## config.mk

```make
export PLATFORM = sky130hd
export DESIGN_NAME = adc_seq_top
export DESIGN_NICKNAME = d
export VERILOG_FILES = /design/src/rtl/adc_seq_pkg.sv /design/src/rtl/adc_clkgen.sv /design/src/rtl/adc_phase_seq.sv /design/src/rtl/adc_sar.sv /design/src/rtl/adc_seq_top.sv
export SDC_FILE = /design/constraint.sdc
export NUM_CORES = 1
export LEC_CHECK = 0
export BUFFER_PORTS_ARGS = -buffer_cell sky130_fd_sc_hd__buf_4
export CORE_MARGIN = 2
export CORE_UTILIZATION = 60
export CTS_BUF_LIST = sky130_fd_sc_hd__clkbuf_8
export DETAILED_ROUTE_END_ITERATION = 6
export PLACE_DENSITY = 0.84
export SYNTH_ARGS = -nofsm -noshare
export SYNTH_HDL_FRONTEND = slang
export SYNTH_HIERARCHICAL = 1
export SYNTH_SLANG_ARGS = --single-unit
```

## constraint.sdc

```tcl
create_clock -name clk_i -period 5.29 [get_ports clk_i]
set_clock_uncertainty 0.2 [all_clocks]
set_input_delay 0.2645 -clock clk_i [delete_from_list [all_inputs] [get_ports clk_i]]
set_output_delay 0.2645 -clock clk_i [all_outputs]
set_load 0.05 [all_outputs]
```

## src/rtl/adc_seq_pkg.sv

```systemverilog
package adc_seq_pkg;
  typedef enum logic [1:0] {PH_IDLE, PH_BUF, PH_FIN, PH_CONV} phase_e;
endpackage

```

## src/rtl/adc_clkgen.sv

```systemverilog
// Modulus prescaler (div+1) followed by a divide-by-2; emits a one-cycle enable.
module adc_clkgen #(
  parameter int PW = 5
) (
  input  logic          clk_i,
  input  logic          rst_n_i,
  input  logic          run_i,
  input  logic          restart_i,
  input  logic [PW-1:0] div_i,
  output logic          cen_o
);
  logic [PW-1:0] cnt_q;
  logic          half_q;
  logic          wrap;

  assign wrap = (cnt_q == div_i);

  always_ff @(posedge clk_i or negedge rst_n_i) begin
    if (!rst_n_i) begin
      cnt_q  <= '0;
      half_q <= 1'b0;
    end else if (restart_i || !run_i) begin
      cnt_q  <= '0;
      half_q <= 1'b0;
    end else if (wrap) begin
      cnt_q  <= '0;
      half_q <= ~half_q;
    end else begin
      cnt_q  <= cnt_q + 1'b1;
    end
  end

  assign cen_o = run_i && !restart_i && half_q && wrap;
endmodule

```

## src/rtl/adc_phase_seq.sv

```systemverilog
// Phase sequencer: buffered sample, final sample, bit decisions.
module adc_phase_seq
  import adc_seq_pkg::*;
#(
  parameter int SMPW    = 2,
  parameter int HI_BITS = 10,
  parameter int LO_BITS = 8,
  localparam int CW     = 1 << SMPW,
  localparam int IW     = $clog2(HI_BITS)
) (
  input  logic            clk_i,
  input  logic            rst_n_i,
  input  logic            start_i,
  input  logic            cen_i,
  input  logic [SMPW-1:0] smp_i,
  input  logic            res10_i,
  output phase_e          phase_o,
  output logic            arm_o,
  output logic            stb_o,
  output logic [IW-1:0]   idx_o,
  output logic            done_o
);
  localparam int SMAX   = (1 << SMPW) - 1;
  localparam int BUFLEN = 2;

  phase_e        ph_q;
  logic [CW-1:0] cnt_q;
  logic [IW-1:0] bi_q;
  logic          done_q;
  logic [CW-1:0] fin_last;

  assign fin_last = {CW{1'b1}} >> (SMAX - int'(smp_i));

  always_ff @(posedge clk_i or negedge rst_n_i) begin
    if (!rst_n_i) begin
      ph_q   <= PH_IDLE;
      cnt_q  <= '0;
      bi_q   <= '0;
      done_q <= 1'b0;
    end else if (start_i) begin
      ph_q   <= PH_BUF;
      cnt_q  <= '0;
      bi_q   <= '0;
      done_q <= 1'b0;
    end else begin
      done_q <= 1'b0;
      if (cen_i) begin
        unique case (ph_q)
          PH_BUF: begin
            if (cnt_q == CW'(BUFLEN - 1)) begin
              ph_q  <= PH_FIN;
              cnt_q <= '0;
            end else begin
              cnt_q <= cnt_q + 1'b1;
            end
          end
          PH_FIN: begin
            if (cnt_q == fin_last) begin
              ph_q  <= PH_CONV;
              cnt_q <= '0;
              bi_q  <= res10_i ? IW'(HI_BITS - 1) : IW'(LO_BITS - 1);
            end else begin
              cnt_q <= cnt_q + 1'b1;
            end
          end
          PH_CONV: begin
            if (bi_q == '0) begin
              ph_q   <= PH_IDLE;
              done_q <= 1'b1;
            end else begin
              bi_q <= bi_q - 1'b1;
            end
          end
          default: ph_q <= PH_IDLE;
        endcase
      end
    end
  end

  assign phase_o = ph_q;
  assign arm_o   = cen_i && (ph_q == PH_FIN) && (cnt_q == fin_last);
  assign stb_o   = cen_i && (ph_q == PH_CONV);
  assign idx_o   = bi_q;
  assign done_o  = done_q;
endmodule

```

## src/rtl/adc_sar.sv

```systemverilog
// Successive-approximation word: trial bit preset, keep/clear per comparator.
module adc_sar #(
  parameter int HI_BITS = 10,
  parameter int LO_BITS = 8,
  localparam int IW     = $clog2(HI_BITS)
) (
  input  logic               clk_i,
  input  logic               rst_n_i,
  input  logic               clr_i,
  input  logic               arm_i,
  input  logic               res10_i,
  input  logic               step_i,
  input  logic [IW-1:0]      idx_i,
  input  logic               cmp_i,
  output logic [HI_BITS-1:0] word_o
);
  logic [HI_BITS-1:0] word_q, word_d;

  always_comb begin
    word_d = word_q;
    if (clr_i) begin
      word_d = '0;
    end else if (arm_i) begin
      word_d = '0;
      word_d[res10_i ? HI_BITS - 1 : LO_BITS - 1] = 1'b1;
    end else if (step_i) begin
      word_d[idx_i] = cmp_i;
      if (idx_i != '0) word_d[idx_i - 1'b1] = 1'b1;
    end
  end

  always_ff @(posedge clk_i or negedge rst_n_i) begin
    if (!rst_n_i) word_q <= '0;
    else          word_q <= word_d;
  end

  assign word_o = word_q;
endmodule

```

## src/rtl/adc_seq_top.sv

```systemverilog
module adc_seq_top
  import adc_seq_pkg::*;
#(
  parameter int PW       = 5,
  parameter int SMPW     = 2,
  parameter int HI_BITS  = 10,
  parameter int LO_BITS  = 8,
  localparam int IW      = $clog2(HI_BITS)
) (
  input  logic               clk_i,
  input  logic               rst_n_i,
  input  logic               start_i,
  input  logic [PW-1:0]      presc_i,
  input  logic [SMPW-1:0]    smp_i,
  input  logic               res10_i,
  input  logic               cmp_i,
  output logic               cen_o,
  output logic               ph_buf_o,
  output logic               ph_fin_o,
  output logic               ph_conv_o,
  output logic               bit_stb_o,
  output logic [IW-1:0]      bit_idx_o,
  output logic               done_o,
  output logic [HI_BITS-1:0] result_o
);
  logic [PW-1:0]   presc_q;
  logic [SMPW-1:0] smp_q;
  logic            res10_q;
  phase_e          phase;
  logic            cen, arm, stb, busy;
  logic [IW-1:0]   idx;

  always_ff @(posedge clk_i or negedge rst_n_i) begin
    if (!rst_n_i) begin
      presc_q <= PW'(1);
      smp_q   <= '0;
      res10_q <= 1'b0;
    end else if (start_i) begin
      presc_q <= presc_i;
      smp_q   <= smp_i;
      res10_q <= res10_i;
    end
  end

  assign busy = (phase != PH_IDLE);

  adc_clkgen #(.PW(PW)) u_clk (
    .clk_i(clk_i), .rst_n_i(rst_n_i), .run_i(busy), .restart_i(start_i),
    .div_i(presc_q), .cen_o(cen)
  );

  adc_phase_seq #(.SMPW(SMPW), .HI_BITS(HI_BITS), .LO_BITS(LO_BITS)) u_seq (
    .clk_i(clk_i), .rst_n_i(rst_n_i), .start_i(start_i), .cen_i(cen),
    .smp_i(smp_q), .res10_i(res10_q), .phase_o(phase), .arm_o(arm),
    .stb_o(stb), .idx_o(idx), .done_o(done_o)
  );

  adc_sar #(.HI_BITS(HI_BITS), .LO_BITS(LO_BITS)) u_sar (
    .clk_i(clk_i), .rst_n_i(rst_n_i), .clr_i(start_i), .arm_i(arm),
    .res10_i(res10_q), .step_i(stb), .idx_i(idx), .cmp_i(cmp_i),
    .word_o(result_o)
  );

  assign cen_o     = cen;
  assign ph_buf_o  = (phase == PH_BUF);
  assign ph_fin_o  = (phase == PH_FIN);
  assign ph_conv_o = (phase == PH_CONV);
  assign bit_stb_o = stb;
  assign bit_idx_o = idx;
endmodule

```

# Word level (Yosys, flattened, before mapping)
# Index checks and enable logic that the tools add are counted.
[totals]
ff_bits = 35
input_bits = 12
wordCells = 93
[classes]
add_sub_neg = 4
magnitude_cmp = 6
n_eq_ne = 10
shift = 1
mux = 37
bitwise = 2
reduce_logical = 23
[ops]
columns = ["op", "count"]
rows = [
  ["$mux 10", 4],
  ["$mux 4", 10],
  ["$ge 32x1->1 const B", 1],
  ["$lt 32x6->1 const B", 1],
  ["$shr 4x32->4 const A", 1],
  ["$pmux 4 s2", 2],
  ["$demux 1 s4", 3],
  ["$bwmux 10", 1],
  ["$lt 4x5->1 const B", 2],
  ["$mux 2", 5],
  ["$mux 5", 2],
  ["$or 10x10->10", 1],
  ["$logic_and 1x1->1", 9],
  ["$mux 1", 9],
  ["$ne 3x2->1 const B", 3],
  ["$reduce_bool 3->1", 3],
  ["$ge 4x1->1 const B", 2],
  ["$reduce_and 4->1", 2],
  ["$pmux 2 s3", 1],
  ["$reduce_bool 2->1", 3],
  ["$add 5x1->5 const B", 1],
  ["$eq 5x5->1", 1],
  ["$add 4x1->4 const B", 1],
  ["$eq 2x2->1 const B", 2],
  ["other kinds (12)", 13],
]

# Logic depth before layout (Yosys ltp)
# Gate-level depths: netlist of run 1.
[depth]
ltp_word = 10
mapped_depth = 10
ltp_nobuf = 9

# Hierarchy
# The synthesis of run 1 kept the hierarchy.
[by_module_without_submodules]
columns = ["mod", "instances", "cells_each", "area_per_inst_um2", "seq_area_each_um2"]
rows = [
  ["adc_phase_seq", 1, 85, 795.8, 275.3],
  ["adc_sar", 1, 68, 604.3, 250.2],
  ["adc_seq_top", 1, 21, 357.8, 201.4],
  ["adc_clkgen", 1, 32, 336.6, 150.1],
]

# Worst setup path after synthesis of run 1
# No wires, ideal clock.
[synth_timing]
kind = "reg-to-reg"
start = "register u_seq.ph_q[0] (netlist: u_seq/phase_o[0])"
end = "register u_sar.word_q[9] (netlist: u_sar/word_o[9])"
setup_ps = 129
t_arrival_ps = 3508
slack_ps = 1453
path_stages_with_launch = 11
n_path_buf = 1
path_cell_list = "dfrtp_1 or2_2 nor2b_1 nand2_1 nor3_1 and2_1 buf_2 and4bb_4 nand2_1 a32oi_1 o32ai_1"
[synth_lines]
columns = ["item", "line", "rtl"]
rows = [
  ["start, declared", "adc_phase_seq.sv:26", "phase_e ph_q;"],
  ["start signal, assigned", "adc_phase_seq.sv:36", "ph_q <= PH_IDLE;"],
  ["start signal, assigned", "adc_phase_seq.sv:41", "ph_q <= PH_BUF;"],
  ["start signal, assigned", "adc_phase_seq.sv:51", "ph_q <= PH_FIN;"],
  ["$reduce_bool 2->1", "adc_seq_top.sv:45", "assign busy = (phase != PH_IDLE);"],
  ["net busy", "adc_seq_top.sv:30", "logic cen, arm, stb, busy;"],
  ["$logic_and 1x1->1 (3 in series)", "adc_clkgen.sv:33", "assign cen_o = run_i && !restart_i && half_q && wrap;"],
  ["net cen_o", "adc_seq_top.sv:17", "output logic cen_o,"],
  ["$logic_and 1x1->1", "adc_phase_seq.sv:82", "assign stb_o = cen_i && (ph_q == PH_CONV);"],
  ["net bit_stb_o", "adc_seq_top.sv:21", "output logic bit_stb_o,"],
  ["$reduce_bool 3->1 (no source line)", "n/a", ""],
  ["end signal, assigned", "adc_sar.sv:34", "else word_q <= word_d;"],
  ["end, declared", "adc_sar.sv:17", "logic [HI_BITS-1:0] word_q, word_d;"],
]
# The timed path passes the listed nets, and every way through them passes these cells.
# A chain may end at the register's enable or synchronous reset.

# Final worst setup path of run 1
[layout_timing]
start = "register u_seq.ph_q[0] (netlist: u_seq/phase_o[0])"
end = "output port bit_stb_o"
[layout_between]
elab_chain_cells = 5
[layout_lines]
columns = ["item", "line"]
rows = [
  ["$reduce_bool 2->1", "adc_seq_top.sv:45"],
  ["net busy", "adc_seq_top.sv:30"],
  ["$logic_and 1x1->1 (3 in series)", "adc_clkgen.sv:33"],
  ["$logic_and 1x1->1", "adc_phase_seq.sv:82"],
  ["end, declared", "adc_seq_top.sv:21"],
]
# The timed path passes the listed nets, and every way through them passes these cells.

==> run_summary.xml, run 1 <==
<?xml version="1.0" encoding="UTF-8"?>
<metrics>
  <group name="floorplan">
    <metric name="initial_utilization" unit="%">62.8</metric>
    <metric name="floorplan.die_area" unit="mm2">0.00398</metric>
    <metric name="die_height" unit="um">63.1</metric>
    <metric name="fp.coreArea" unit="mm2">0.00334</metric>
    <metric name="io-pin-count" unit="">32</metric>
    <metric name="die_x" unit="um">63.1</metric>
    <metric name="fp-row-count" unit="">21</metric>
  </group>
  <group name="min_path">
    <metric name="hold-path-cell-count" unit="">2</metric>
    <metric name="hold_path.startpoint" unit="">presc_i[3]</metric>
    <metric name="min_delay_worst_endpoint" unit="">presc_q[3]</metric>
    <metric name="min_path_type" unit="">primary input to register</metric>
  </group>
  <group name="timing">
    <metric name="finalMaxSlewViolations" unit="">0</metric>
    <metric name="rsz0062_at_grt" unit="">false</metric>
    <metric name="finalSetupViolations" unit="">0</metric>
    <metric name="maxSlewHeadroom" unit="%">62.7</metric>
    <metric name="fin_tns_setup" unit="ns">0</metric>
    <metric name="timing_hold_violations_final" unit="">0</metric>
    <metric name="achievable-frequency" unit="MHz">346</metric>
    <metric name="tightestPinTransition" unit="ns">0.556</metric>
    <metric name="finalCriticalPeriod" unit="ns">2.89</metric>
    <metric name="fin_crit_sh" unit="%">54.7</metric>
  </group>
  <group name="logic_synthesis">
    <metric name="count_of_state_elements_after_synthesis" unit="">35</metric>
    <metric name="synth-adder-area-share" unit="%">4.78</metric>
    <metric name="asyncSetResetFlopFracSynth" unit="%">100</metric>
    <metric name="post_synth_edffs" unit="">0</metric>
    <metric name="netlist-cell-type-count" unit="">58</metric>
    <metric name="synthCells" unit="">206</metric>
    <metric name="synth-compound-area-share" unit="%">14.8</metric>
    <metric name="synth_simple_gate_area_share" unit="%">21.0</metric>
    <metric name="yosys-mux-area-fraction" unit="%">9.68</metric>
    <metric name="synth.cell_area" unit="mm2">0.00209</metric>
    <metric name="largest_family_of_logic_cells_by_synthesized_area" unit="">simple AND/OR/NAND/NOR gates</metric>
    <metric name="syn-num-nets" unit="">226</metric>
    <metric name="synth_flop_type" unit="">sky130_fd_sc_hd__dfrtp_1</metric>
    <metric name="synth.yosys.warnings" unit="">6</metric>
    <metric name="synth.yosys.seq_area_share" unit="%">41.9</metric>
    <metric name="synth_xor_xnor_area_share" unit="%">3.76</metric>
    <metric name="syn_avg_cell_area" unit="um2">10.2</metric>
  </group>
  <group name="final_layout">
    <metric name="drive_above_1_share" unit="%">24.7</metric>
    <metric name="finish.net_count" unit="">266</metric>
    <metric name="num-fill-cells" unit="">247</metric>
    <metric name="insertedDiodeCount" unit="">0</metric>
    <metric name="utilization" unit="%">75.1</metric>
    <metric name="synthToLayoutAreaGrowth" unit="%">19.7</metric>
  </group>
  <group name="power">
    <metric name="leakage" unit="nW">1.15</metric>
    <metric name="power.net_switching" unit="uW">146</metric>
    <metric name="power_share_of_the_sequential_group" unit="%">53.5</metric>
    <metric name="internal_power" unit="uW">407</metric>
    <metric name="worst_ir_drop_vdd" unit="mV">0.152</metric>
    <metric name="power.share.clock" unit="%">33.1</metric>
    <metric name="power-per-cell-area" unit="mW/mm2">220</metric>
    <metric name="power.share.combinational" unit="%">13.4</metric>
    <metric name="power.switching_fraction" unit="%">26.4</metric>
  </group>
  <group name="critical_path">
    <metric name="r2r_worst_path_depth" unit="">9</metric>
    <metric name="cp_data_arrival_time" unit="ns">2.43</metric>
    <metric name="critical-path-slowest-cell" unit="">sky130_fd_sc_hd__dfrtp_1</metric>
    <metric name="worst_setup_path_end_kind" unit="">primary output</metric>
    <metric name="critical_path.reg2reg.endpoint" unit="">u_sar/word_o[4]</metric>
    <metric name="count_of_buffering_cells_on_the_critical_path_with_inverters_included" unit="">1</metric>
    <metric name="worstSetupPathDepth" unit="">6</metric>
    <metric name="critical_path.top_delay_family" unit="">simple AND/OR/NAND/NOR gates</metric>
    <metric name="startpoint_type" unit="">register</metric>
    <metric name="rr_startpoint" unit="">u_seq/phase_o[0]</metric>
    <metric name="setup.worst_path.class" unit="">register to primary output</metric>
    <metric name="critical_path_peak_fanout" unit="">13</metric>
    <metric name="crit_chain" unit="">or2_2 &gt; nor2b_1 &gt; nand2_1 &gt; nor3_1 &gt; and2_1 &gt; buf_4</metric>
    <metric name="worst_path_largest_cell_delay" unit="ns">0.46</metric>
    <metric name="worst-r2r-setup-slack" unit="ns">2.45</metric>
    <metric name="worst_ep_required_time" unit="ns">4.83</metric>
  </group>
  <group name="global_route">
    <metric name="grt_use_total" unit="%">24.3</metric>
    <metric name="antenna_found_initial" unit="">0</metric>
    <metric name="grt_first_pass_wirelength" unit="um">7620</metric>
    <metric name="pin_count_of_the_biggest_net_entering_global_routing" unit="">36</metric>
    <metric name="grt_overflow" unit="">0</metric>
    <metric name="first_global_vias" unit="">1640</metric>
  </group>
  <group name="detailed_routing">
    <metric name="post_drt_via_cell_ratio" unit="">5.64</metric>
    <metric name="drcViolationCount" unit="">0</metric>
    <metric name="route.detailed.wl_per_inst" unit="um">14.4</metric>
    <metric name="antenna_violating_nets_post_route" unit="">0</metric>
    <metric name="vias" unit="">1652</metric>
    <metric name="first_pass_iters" unit="">4</metric>
    <metric name="wirelength" unit="um">4210</metric>
    <metric name="first_iter_violations" unit="">128</metric>
  </group>
  <group name="clocking">
    <metric name="clkTransAtPathRegs" unit="ns">0.06</metric>
    <metric name="clkLatencyLatePin" unit="ns">0.29</metric>
    <metric name="clock-sinks" unit="">35</metric>
    <metric name="cts_setup_buffers" unit="">0</metric>
    <metric name="number_of_h_tree_levels" unit="">2</metric>
    <metric name="cts_made_buffers" unit="">5</metric>
    <metric name="cts_tree" unit="">done</metric>
    <metric name="clock_tree.buffer_depth" unit="">2</metric>
    <metric name="ctsResizeCount" unit="">0</metric>
    <metric name="cts_hold_buffers" unit="">8</metric>
    <metric name="clock-root-buffer" unit="">sky130_fd_sc_hd__clkbuf_8</metric>
  </group>
  <group name="run">
    <metric name="maxCapViolations" unit="">0</metric>
  </group>
  <group name="placement">
    <metric name="io_buffer_count" unit="">31</metric>
    <metric name="place.gp.congestion" unit="">0.807</metric>
    <metric name="detailed_place_hpwl" unit="um">2840</metric>
  </group>
  <group name="status">
    <metric name="run_status" unit="">complete, no violations</metric>
  </group>
</metrics>
logic make-up after synthesis:
family                   Yosys count
AO/OA/AOI/OAI                     41
multiplexers                      16
buffers and inverters             19
flip-flops                        35
XOR/XNOR                           9
adder cells (fa/ha/maj)            8
AND/OR/NAND/NOR                   78
cell usage after synthesis (2+ instances only):
cell type	count	share of area, %
sky130_fd_sc_hd__o22ai_1	3	0.90
sky130_fd_sc_hd__buf_2	4	0.96
sky130_fd_sc_hd__dfrtp_1	34	41
sky130_fd_sc_hd__nand3b_1	2	0.72
sky130_fd_sc_hd__o21ai_0	4	0.96
sky130_fd_sc_hd__nor3_1	8	1.9
sky130_fd_sc_hd__inv_1	13	2.3
sky130_fd_sc_hd__nand2_1	10	1.8
sky130_fd_sc_hd__nor2b_1	4	1.2
sky130_fd_sc_hd__nand3_1	5	1.2
sky130_fd_sc_hd__and2_1	4	1.2
sky130_fd_sc_hd__o32ai_1	2	0.84
sky130_fd_sc_hd__mux2_4	8	5.7
sky130_fd_sc_hd__a211o_1	3	1.3
sky130_fd_sc_hd__nor3b_1	2	0.72
sky130_fd_sc_hd__ha_1	8	4.8
sky130_fd_sc_hd__or3b_1	2	0.84
sky130_fd_sc_hd__a31oi_1	5	1.5
sky130_fd_sc_hd__xor2_1	3	1.3
sky130_fd_sc_hd__nand2b_1	5	1.5
sky130_fd_sc_hd__mux2i_1	6	2.9
sky130_fd_sc_hd__o21a_1	2	0.72
sky130_fd_sc_hd__nor2_1	20	3.6
sky130_fd_sc_hd__a211oi_1	2	0.72
sky130_fd_sc_hd__or2_2	4	1.2
sky130_fd_sc_hd__a21oi_1	6	1.4
sky130_fd_sc_hd__xnor2_1	6	2.5
power by group through the flow:
stage          Clock (mW)  Combinational [mW]  Sequential, mW
2_1_floorplan           0              0.0504           0.297
6_report            0.183              0.0738           0.296
4_1_cts             0.189              0.0741           0.296
3_5_place_dp            0              0.0689           0.301
3_3_place_gp            0              0.0670           0.300
5_1_grt             0.200              0.0836           0.298
layout make-up:
cell class / instances / area [um2] / area share (%)
tap: 46 / 57.6 / 2.30
sequential: 35 / 877 / 35.0
clock inverter: 3 / 12.5 / 0.499
clock buffer: 5 / 68.8 / 2.74
multi-input combinational: 152 / 1130 / 45.1
timing repair buffer: 39 / 313 / 12.5
inverter: 13 / 48.8 / 1.95
sequential cells by signal, indices dropped and copies added (netlist names):
signal         flops
smp_q              2
u_sar/word_o      10
u_seq/idx_o        4
res10_q            1
u_clk/half_q       1
presc_q            5
u_seq/cnt_q        4
u_seq/phase_o      2
u_clk/cnt_q        5
u_seq/done_o       1
metal layers:
metal / GRT usage [%] / wire, um / vias to the layer above
met2: 38.8 / 2010 / 37
met4: 8.33 / 58 / 0
met5: 0 / 0 / -
met3: 5.18 / 196 / 6
met1: 33.1 / 1950 / 799
li1: - / - / 810
through the flow:
stage | power, mW | cell area (um2) | setup WS [ns] | hold WS [ns] | instances
2_1_floorplan | 0.347 | 2090 | 1.45 | -0.231 | 206
3_3_place_gp | 0.367 | 2350 | 2.60 | 0.0402 | 277
3_5_place_dp | 0.370 | 2350 | 2.47 | 0.0405 | 277
4_1_cts | 0.558 | 2510 | 2.37 | 0.00296 | 293
5_1_grt | 0.581 | 2510 | 2.09 | 0.0125 | 293
6_report | 0.553 | 2510 | 2.40 | 0.0121 | 293
how the worst max path moves through the flow:
stage / slack, ns / end / startpoint
6_report: 2.40 / bit_stb_o / u_seq/phase_o[0]
3_5_place_dp: 2.47 / u_sar/word_o[4] / u_seq/phase_o[0]
4_1_cts: 2.37 / bit_stb_o / u_seq/phase_o[0]
5_1_grt: 2.09 / bit_stb_o / u_seq/phase_o[0]
3_3_place_gp: 2.60 / u_sar/word_o[4] / u_seq/phase_o[0]
2_1_floorplan: 1.45 / u_sar/word_o[9] / u_seq/phase_o[0]
placed cells by master (no fill, tap or decap), types with 3 or more instances in the layout:
cell type                       Yosys  final
sky130_fd_sc_hd__dfrtp_1           34     34
sky130_fd_sc_hd__buf_4              1     31
sky130_fd_sc_hd__nor2_1            20     20
sky130_fd_sc_hd__inv_1             13     15
sky130_fd_sc_hd__nand2_1           10     10
sky130_fd_sc_hd__mux2_4             8      8
sky130_fd_sc_hd__dlygate4sd3_1      0      8
sky130_fd_sc_hd__nor3_1             8      8
sky130_fd_sc_hd__ha_1               8      8
sky130_fd_sc_hd__xnor2_1            6      6
sky130_fd_sc_hd__mux2i_1            6      6
sky130_fd_sc_hd__a21oi_1            6      6
sky130_fd_sc_hd__clkbuf_8           0      5
sky130_fd_sc_hd__nand3_1            5      5
sky130_fd_sc_hd__nand2b_1           5      5
sky130_fd_sc_hd__a31oi_1            5      5
sky130_fd_sc_hd__or2_2              4      4
sky130_fd_sc_hd__nor2b_1            4      4
sky130_fd_sc_hd__and2_1             4      4
sky130_fd_sc_hd__o21ai_0            4      4
sky130_fd_sc_hd__xor2_1             3      3
sky130_fd_sc_hd__o22ai_1            3      3
sky130_fd_sc_hd__a211o_1            3      3
Note: power is estimated with default switching activity, not from simulation.
==> run 2, diff against run 1 <==
Settings changed: ABC_AREA set to 1, CORE_UTILIZATION 60 to 54, PLACE_DENSITY 0.84 to 0.79.
Clock period 5.29 ns to 2.5 ns, I/O delays scaled along.
==> run_summary.xml, run 2 <==
<?xml version="1.0" encoding="UTF-8"?>
<metrics>
  <group name="logic_synthesis">
    <metric name="synth.yosys.warnings" unit="">6</metric>
    <metric name="synth.most_common_cell" unit="">sky130_fd_sc_hd__nand2_1</metric>
    <metric name="asyncSetResetFlopFracSynth" unit="%">100</metric>
    <metric name="synth.yosys.seq_area_share" unit="%">37.6</metric>
    <metric name="syn_avg_cell_area" unit="um2">7.49</metric>
    <metric name="yosys.area.top_type_share" unit="%">36.5</metric>
    <metric name="synth_largest_area_cell" unit="">sky130_fd_sc_hd__dfrtp_1</metric>
    <metric name="synthCells" unit="">311</metric>
    <metric name="syn-num-nets" unit="">331</metric>
    <metric name="netlist-cell-type-count" unit="">36</metric>
    <metric name="synth_flop_type" unit="">sky130_fd_sc_hd__dfrtp_1</metric>
    <metric name="count_of_state_elements_after_synthesis" unit="">35</metric>
    <metric name="synth.cells.most_frequent" unit="">sky130_fd_sc_hd__nand2_1 (100), sky130_fd_sc_hd__inv_1 (36), sky130_fd_sc_hd__dfrtp_1 (34), sky130_fd_sc_hd__nand3_1 (21), sky130_fd_sc_hd__nor2_1 (21)</metric>
    <metric name="post_synth_edffs" unit="">0</metric>
    <metric name="synth.cell_area" unit="mm2">0.00233</metric>
    <metric name="post_synth_main_area_contributors" unit="">sky130_fd_sc_hd__dfrtp_1 (37%), sky130_fd_sc_hd__nand2_1 (16%), sky130_fd_sc_hd__inv_1 (5.8%)</metric>
  </group>
  <group name="power">
    <metric name="power.switching_fraction" unit="%">44.5</metric>
    <metric name="power.share.clock" unit="%">22.8</metric>
    <metric name="power.share.combinational" unit="%">44.6</metric>
    <metric name="total_power" unit="mW">2.61</metric>
    <metric name="power_share_of_the_sequential_group" unit="%">32.6</metric>
    <metric name="power-per-cell-area" unit="mW/mm2">918</metric>
    <metric name="internal_power" unit="mW">1.45</metric>
    <metric name="power.net_switching" unit="mW">1.16</metric>
    <metric name="leakage" unit="nW">1.47</metric>
    <metric name="worst_ir_drop_vdd" unit="mV">0.633</metric>
  </group>
  <group name="timing">
    <metric name="fin_tns_setup" unit="ns">0</metric>
    <metric name="achievable-frequency" unit="MHz">434</metric>
    <metric name="finalMaxSlewViolations" unit="">0</metric>
    <metric name="rsz0062_at_grt" unit="">false</metric>
    <metric name="finalSetupViolations" unit="">0</metric>
    <metric name="tightestPinTransition" unit="ns">0.446</metric>
    <metric name="timing_hold_violations_final" unit="">0</metric>
    <metric name="maxSlewHeadroom" unit="%">70.2</metric>
    <metric name="final.hold.worst_slack" unit="ns">0.0121</metric>
    <metric name="finalCriticalPeriod" unit="ns">2.30</metric>
    <metric name="fin_crit_sh" unit="%">92.1</metric>
  </group>
  <group name="clocking">
    <metric name="clock-root-buffer" unit="">sky130_fd_sc_hd__clkbuf_8</metric>
    <metric name="clkLatencyLatePin" unit="ns">0.29</metric>
    <metric name="clock-sinks" unit="">35</metric>
    <metric name="cts_tree" unit="">done</metric>
    <metric name="clock_tree.buffer_depth" unit="">2</metric>
    <metric name="number_of_h_tree_levels" unit="">2</metric>
    <metric name="cts_made_buffers" unit="">5</metric>
    <metric name="clkTransAtPathRegs" unit="ns">0.07</metric>
  </group>
  <group name="critical_path">
    <metric name="startpoint_type" unit="">register</metric>
    <metric name="cp_data_arrival_time" unit="ns">2.33</metric>
    <metric name="critical_path.reg2reg.endpoint" unit="">u_sar/word_o[9]</metric>
    <metric name="critical-path-slowest-cell" unit="">sky130_fd_sc_hd__dfstp_2</metric>
    <metric name="r2r_worst_path_depth" unit="">15</metric>
    <metric name="worst_path_largest_cell_delay" unit="ns">0.54</metric>
    <metric name="crit_chain" unit="">inv_1 &gt; nand2_1 &gt; nand2_1 &gt; nor2_1 &gt; nand3_2 &gt; nor2_4 &gt; inv_1 &gt; nor3_4 &gt; nor2_4 &gt; nand2_2 &gt; inv_2 &gt; nor2_1 &gt; o21a_1 &gt; nand2_1 &gt; nand2_1</metric>
    <metric name="critical_path.top_delay_family" unit="">simple AND/OR/NAND/NOR gates</metric>
    <metric name="critPathLaunch" unit="">presc_q[0]</metric>
    <metric name="worstSetupPathDepth" unit="">15</metric>
    <metric name="critical_path_peak_fanout" unit="">8</metric>
    <metric name="setup.worst_path.class" unit="">register to register</metric>
    <metric name="worst_ep_required_time" unit="ns">2.53</metric>
    <metric name="worst-r2r-setup-slack" unit="ns">0.20</metric>
    <metric name="count_of_buffering_cells_on_the_critical_path_with_inverters_included" unit="">3</metric>
    <metric name="rr_startpoint" unit="">presc_q[0]</metric>
    <metric name="critical_path.most_common_cell" unit="">sky130_fd_sc_hd__nand2_1</metric>
    <metric name="worst_setup_path_end_kind" unit="">register</metric>
  </group>
  <group name="floorplan">
    <metric name="fp.coreArea" unit="mm2">0.00409</metric>
    <metric name="die_x" unit="um">69.7</metric>
    <metric name="io-pin-count" unit="">32</metric>
    <metric name="die_height" unit="um">69.7</metric>
    <metric name="fp-row-count" unit="">23</metric>
    <metric name="initial_utilization" unit="%">57.0</metric>
    <metric name="floorplan.die_area" unit="mm2">0.00486</metric>
  </group>
  <group name="placement">
    <metric name="detailed_place_hpwl" unit="um">3640</metric>
    <metric name="postPlaceCellArea" unit="mm2">0.00261</metric>
    <metric name="placedCellCount" unit="">388</metric>
    <metric name="io_buffer_count" unit="">31</metric>
    <metric name="place.gp.congestion" unit="">0.896</metric>
  </group>
  <group name="final_layout">
    <metric name="design_area" unit="mm2">0.00285</metric>
    <metric name="largest_register_ff_count" unit="">10</metric>
    <metric name="insertedDiodeCount" unit="">0</metric>
    <metric name="synthToLayoutAreaGrowth" unit="%">22.1</metric>
    <metric name="final_common_cell" unit="">sky130_fd_sc_hd__nand2_1</metric>
    <metric name="stdcell_count" unit="">406</metric>
    <metric name="drive_above_1_share" unit="%">22.8</metric>
    <metric name="finish.net_count" unit="">375</metric>
    <metric name="commonest_non_fill_non_tap_cells_in_the_layout" unit="">sky130_fd_sc_hd__nand2_1 (100), sky130_fd_sc_hd__inv_1 (35), sky130_fd_sc_hd__dfrtp_1 (34)</metric>
    <metric name="num-fill-cells" unit="">345</metric>
  </group>
  <group name="min_path">
    <metric name="hold-path-cell-count" unit="">3</metric>
    <metric name="min_delay_worst_endpoint" unit="">u_sar/word_o[6]</metric>
    <metric name="min_path_type" unit="">primary input to register</metric>
    <metric name="hold_path.startpoint" unit="">cmp_i</metric>
  </group>
  <group name="detailed_routing">
    <metric name="antenna_violating_nets_post_route" unit="">0</metric>
    <metric name="drcViolationCount" unit="">0</metric>
    <metric name="wirelength" unit="um">5240</metric>
    <metric name="first_iter_violations" unit="">197</metric>
    <metric name="route.detailed.wl_per_inst" unit="um">12.9</metric>
    <metric name="vias" unit="">2189</metric>
    <metric name="post_drt_via_cell_ratio" unit="">5.39</metric>
    <metric name="first_pass_iters" unit="">5</metric>
  </group>
  <group name="global_route">
    <metric name="pin_count_of_the_biggest_net_entering_global_routing" unit="">36</metric>
    <metric name="grt_use_total" unit="%">23.5</metric>
    <metric name="first_global_vias" unit="">2107</metric>
    <metric name="antenna_found_initial" unit="">0</metric>
    <metric name="grt_overflow" unit="">0</metric>
    <metric name="grt_first_pass_wirelength" unit="um">9320</metric>
  </group>
  <group name="status">
    <metric name="run_status" unit="">complete, no violations</metric>
  </group>
  <group name="run">
    <metric name="maxCapViolations" unit="">0</metric>
  </group>
</metrics>
[run 2: cell types whose count changed in the layout (fill, tap and decap cells not counted), moves of 7 or more]
cell / delta
sky130_fd_sc_hd__nand2_1: +90
sky130_fd_sc_hd__o21ai_1: +9
sky130_fd_sc_hd__nor2_4: +7
sky130_fd_sc_hd__o211ai_1: +9
sky130_fd_sc_hd__nand3_1: +16
sky130_fd_sc_hd__inv_2: +10
sky130_fd_sc_hd__mux2_4: -8
sky130_fd_sc_hd__inv_1: +20
[run 2: area by class of cell]
class / count / area, um2 / share of cell area (%)
inverter: 47 / 193 / 6.77
clock buffer: 5 / 68.8 / 2.42
tap: 50 / 62.6 / 2.20
timing repair buffer: 42 / 338 / 11.9
clock inverter: 3 / 63.8 / 2.24
multi-input combinational: 224 / 1240 / 43.7
sequential: 35 / 877 / 30.8
[run 2: worst max-delay path by stage]
stage,endpoint,slack [ns]
floorplan,u_sar/word_o[9],0.01
global placement,u_sar/word_o[9],0.21
detailed placement,u_sar/word_o[9],0.11
CTS,u_sar/word_o[9],0.1
global route,u_sar/word_o[9],0.02
finish,u_sar/word_o[9],0.20
[run 2: logic make-up (layout without fill, tap and decap cells)]
logic type,count (synthesis),after routing,share of synthesized area [%]
simple gates,174,174,36.0
buf+inv,52,97,9.83
compound gates,35,35,9.61
flops,35,35,37.6
fa+ha+maj,8,8,4.30
xor+xnor,7,7,2.63
[run 2: worst min-delay path: stages]
cell and delay, ns:
sky130_fd_sc_hd__buf_4 0.13, sky130_fd_sc_hd__o211ai_1 0.09, sky130_fd_sc_hd__o21ai_1 0.11
[run 2: power groups by stage]
stage | Clock, mW | Sequential [mW] | Combinational [mW]
after floorplan | 0 | 0.954 | 0.743
after global placement | 0 | 0.854 | 1.10
after detailed placement | 0 | 0.861 | 1.13
after CTS | 0.608 | 0.849 | 1.16
after global routing | 0.636 | 0.876 | 1.28
final | 0.595 | 0.851 | 1.17
[run 2: routing by layer]
layer | track usage, % | part of all wire (%)
met3 | 5.81 | 4.9
met1 | 28.8 | 43
met4 | 7.48 | 2.0
met2 | 40.6 | 50
met5 | 0 | 0
[run 2: what timing repair did]
action / 4_1_cts / 5_1_grt
hold buffers: 9 / 0
setup buffers: 0 / 1
setup endpoints to repair: 0 / 3
endpoints found under the hold margin: 43 / 0
resized for setup: 0 / 1
[run 2: per-stage QoR]
step | util, % | setup WS (ns)
after floorplan | - | 0.0142
after global placement | 63.8 | 0.210
after detailed placement | 63.8 | 0.115
after CTS | 69.3 | 0.0995
after global routing | 69.6 | 0.0174
final | 69.6 | 0.198
==> run 3, diff against run 2 <==
Settings changed: RECOVER_POWER set to 50.
==> run_summary.xml, run 3 (synthesized netlist as in run 2, its figures left out) <==
<?xml version="1.0" encoding="UTF-8"?>
<metrics>
  <group name="clocking">
    <metric name="clkTransAtPathRegs" unit="ns">0.08</metric>
    <metric name="clock-root-buffer" unit="">sky130_fd_sc_hd__clkbuf_8</metric>
    <metric name="cts_tree" unit="">done</metric>
    <metric name="clock_tree.buffer_depth" unit="">2</metric>
    <metric name="clock-sinks" unit="">35</metric>
    <metric name="number_of_h_tree_levels" unit="">2</metric>
    <metric name="clkLatencyLatePin" unit="ns">0.29</metric>
    <metric name="cts_made_buffers" unit="">5</metric>
  </group>
  <group name="placement">
    <metric name="placedCellCount" unit="">388</metric>
    <metric name="detailed_place_hpwl" unit="um">3640</metric>
    <metric name="place.gp.congestion" unit="">0.896</metric>
    <metric name="io_buffer_count" unit="">31</metric>
  </group>
  <group name="final_layout">
    <metric name="final_common_cell" unit="">sky130_fd_sc_hd__nand2_1</metric>
    <metric name="finish.net_count" unit="">375</metric>
    <metric name="insertedDiodeCount" unit="">0</metric>
    <metric name="largest_register_ff_count" unit="">10</metric>
    <metric name="commonest_non_fill_non_tap_cells_in_the_layout" unit="">sky130_fd_sc_hd__nand2_1 (100), sky130_fd_sc_hd__inv_1 (35), sky130_fd_sc_hd__dfrtp_1 (34)</metric>
    <metric name="synthToLayoutAreaGrowth" unit="%">21.7</metric>
    <metric name="stdcell_count" unit="">406</metric>
    <metric name="utilization" unit="%">69.4</metric>
    <metric name="drive_above_1_share" unit="%">22.2</metric>
    <metric name="num-fill-cells" unit="">348</metric>
  </group>
  <group name="detailed_routing">
    <metric name="post_drt_via_cell_ratio" unit="">5.38</metric>
    <metric name="wirelength" unit="um">5260</metric>
    <metric name="route.detailed.wl_per_inst" unit="um">13.0</metric>
    <metric name="drcViolationCount" unit="">0</metric>
    <metric name="vias" unit="">2186</metric>
    <metric name="first_pass_iters" unit="">4</metric>
    <metric name="antenna_violating_nets_post_route" unit="">0</metric>
    <metric name="first_iter_violations" unit="">222</metric>
  </group>
  <group name="critical_path">
    <metric name="rr_startpoint" unit="">presc_q[0]</metric>
    <metric name="cp_data_arrival_time" unit="ns">2.33</metric>
    <metric name="r2r_worst_path_depth" unit="">15</metric>
    <metric name="crit_path_end" unit="">u_sar/word_o[9]</metric>
    <metric name="setup.worst_path.class" unit="">register to register</metric>
    <metric name="critical_path_peak_fanout" unit="">8</metric>
    <metric name="critical_path.reg2reg.endpoint" unit="">u_sar/word_o[9]</metric>
    <metric name="critPathLaunch" unit="">presc_q[0]</metric>
    <metric name="worst_ep_required_time" unit="ns">2.53</metric>
    <metric name="startpoint_type" unit="">register</metric>
    <metric name="worst_setup_path_end_kind" unit="">register</metric>
    <metric name="worst-r2r-setup-slack" unit="ns">0.20</metric>
  </group>
  <group name="timing">
    <metric name="finalSetupViolations" unit="">0</metric>
    <metric name="final.hold.worst_slack" unit="ns">0.00710</metric>
    <metric name="achievable-frequency" unit="MHz">435</metric>
    <metric name="timing_hold_violations_final" unit="">0</metric>
    <metric name="rsz0062_at_grt" unit="">false</metric>
    <metric name="maxSlewHeadroom" unit="%">41.7</metric>
    <metric name="finalCriticalPeriod" unit="ns">2.30</metric>
    <metric name="finalMaxSlewViolations" unit="">0</metric>
    <metric name="tightestPinTransition" unit="ns">0.874</metric>
    <metric name="fin_tns_setup" unit="ns">0</metric>
    <metric name="fin_crit_sh" unit="%">92.0</metric>
  </group>
  <group name="global_route">
    <metric name="pin_count_of_the_biggest_net_entering_global_routing" unit="">36</metric>
    <metric name="antenna_found_initial" unit="">0</metric>
    <metric name="grt_first_pass_wirelength" unit="um">9320</metric>
    <metric name="grt_overflow" unit="">0</metric>
    <metric name="first_global_vias" unit="">2107</metric>
    <metric name="grt_use_total" unit="%">23.5</metric>
  </group>
  <group name="power">
    <metric name="power.switching_fraction" unit="%">44.7</metric>
    <metric name="power.share.clock" unit="%">22.9</metric>
    <metric name="total_power" unit="mW">2.62</metric>
    <metric name="worst_ir_drop_vdd" unit="mV">0.633</metric>
    <metric name="internal_power" unit="mW">1.45</metric>
    <metric name="power-per-cell-area" unit="mW/mm2">923</metric>
    <metric name="power_share_of_the_sequential_group" unit="%">32.6</metric>
    <metric name="power.share.combinational" unit="%">44.5</metric>
    <metric name="power.net_switching" unit="mW">1.17</metric>
    <metric name="leakage" unit="nW">1.46</metric>
  </group>
  <group name="floorplan">
    <metric name="die_x" unit="um">69.7</metric>
    <metric name="die_height" unit="um">69.7</metric>
    <metric name="floorplan.die_area" unit="mm2">0.00486</metric>
    <metric name="fp-row-count" unit="">23</metric>
    <metric name="initial_utilization" unit="%">57.0</metric>
    <metric name="fp.coreArea" unit="mm2">0.00409</metric>
    <metric name="io-pin-count" unit="">32</metric>
  </group>
  <group name="status">
    <metric name="run_status" unit="">complete, no violations</metric>
  </group>
  <group name="min_path">
    <metric name="min_path_type" unit="">primary input to register</metric>
  </group>
  <group name="run">
    <metric name="maxCapViolations" unit="">0</metric>
  </group>
</metrics>
-- run 3: cell count changes in the layout (fill, tap and decap cells not counted), sizes merged --
cell	before	now
clkbuf	5	15
buf	33	23
-- run 3: final cells by class --
class / instances / area, um2 / area share (%)
sequential: 35 / 877 / 30.9
clock inverter: 3 / 63.8 / 2.25
timing repair buffer: 42 / 328 / 11.6
tap: 50 / 62.6 / 2.21
clock buffer: 5 / 68.8 / 2.43
inverter: 47 / 193 / 6.80
multi-input combinational: 224 / 1240 / 43.8
-- run 3: stage by stage --
stage / worst slack (ns) / area [um2]
after global routing: 0.0174 / 2840
after floorplan: 0.0142 / 2350
after detailed placement: 0.115 / 2610
final: 0.200 / 2840
after CTS: 0.0995 / 2830
after global placement: 0.210 / 2610
-- run 3: worst min-delay path by stage --
stage,from,to,slack [ns],cells after the start
2_1_floorplan,rst_n_i,presc_q[1],-0.37,0
3_3_place_gp,rst_n_i,u_clk/cnt_q[3],-0.1,1
3_5_place_dp,rst_n_i,u_clk/cnt_q[4],-0.09,1
4_1_cts,cmp_i,u_sar/word_o[6],0.006,3
5_1_grt,start_i,res10_q,0.03,3
6_report,cmp_i,u_sar/word_o[6],0.007,3
-- run 3: worst max-delay path: stages, from the launching register on --
cell,delay [ns]
sky130_fd_sc_hd__dfstp_2,0.54
sky130_fd_sc_hd__inv_1,0.04
sky130_fd_sc_hd__nand2_1,0.06
sky130_fd_sc_hd__nand2_1,0.05
sky130_fd_sc_hd__nor2_1,0.12
sky130_fd_sc_hd__nand3_2,0.13
sky130_fd_sc_hd__nor2_4,0.19
sky130_fd_sc_hd__inv_1,0.09
sky130_fd_sc_hd__nor3_4,0.23
sky130_fd_sc_hd__nor2_4,0.10
sky130_fd_sc_hd__nand2_2,0.09
sky130_fd_sc_hd__inv_2,0.05
sky130_fd_sc_hd__nor2_1,0.13
sky130_fd_sc_hd__o21a_1,0.14
sky130_fd_sc_hd__nand2_1,0.04
sky130_fd_sc_hd__nand2_1,0.05
-- run 3: repair_timing --
item | in CTS | in global routing
hold endpoints to repair | 43 | 0
endpoints found under the setup margin | 0 | 3
buffers inserted | 0 | 1
hold buffers | 9 | 0
gates resized for setup | 0 | 1
-- run 3: power by group through the flow --
| stage | registers [mW] | clock network (mW) | logic [mW] |
|---|---|---|---|
| 2_1_floorplan | 0.954 | 0 | 0.743 |
| 3_3_place_gp | 0.854 | 0 | 1.10 |
| 3_5_place_dp | 0.861 | 0 | 1.13 |
| 4_1_cts | 0.849 | 0.608 | 1.16 |
| 5_1_grt | 0.876 | 0.636 | 1.28 |
| 6_report | 0.853 | 0.599 | 1.16 |
-- run 3: routing by layer --
metal / vias up / global-route usage, % / share of wire, % / wire length [um]
li1: 1072 / - / - / -
met4: 0 / 7.48 / 2.3 / 123
met2: 58 / 40.6 / 49 / 2590
met1: 1044 / 28.8 / 44 / 2300
met5: - / 0 / 0 / 0
met3: 12 / 5.81 / 4.7 / 246
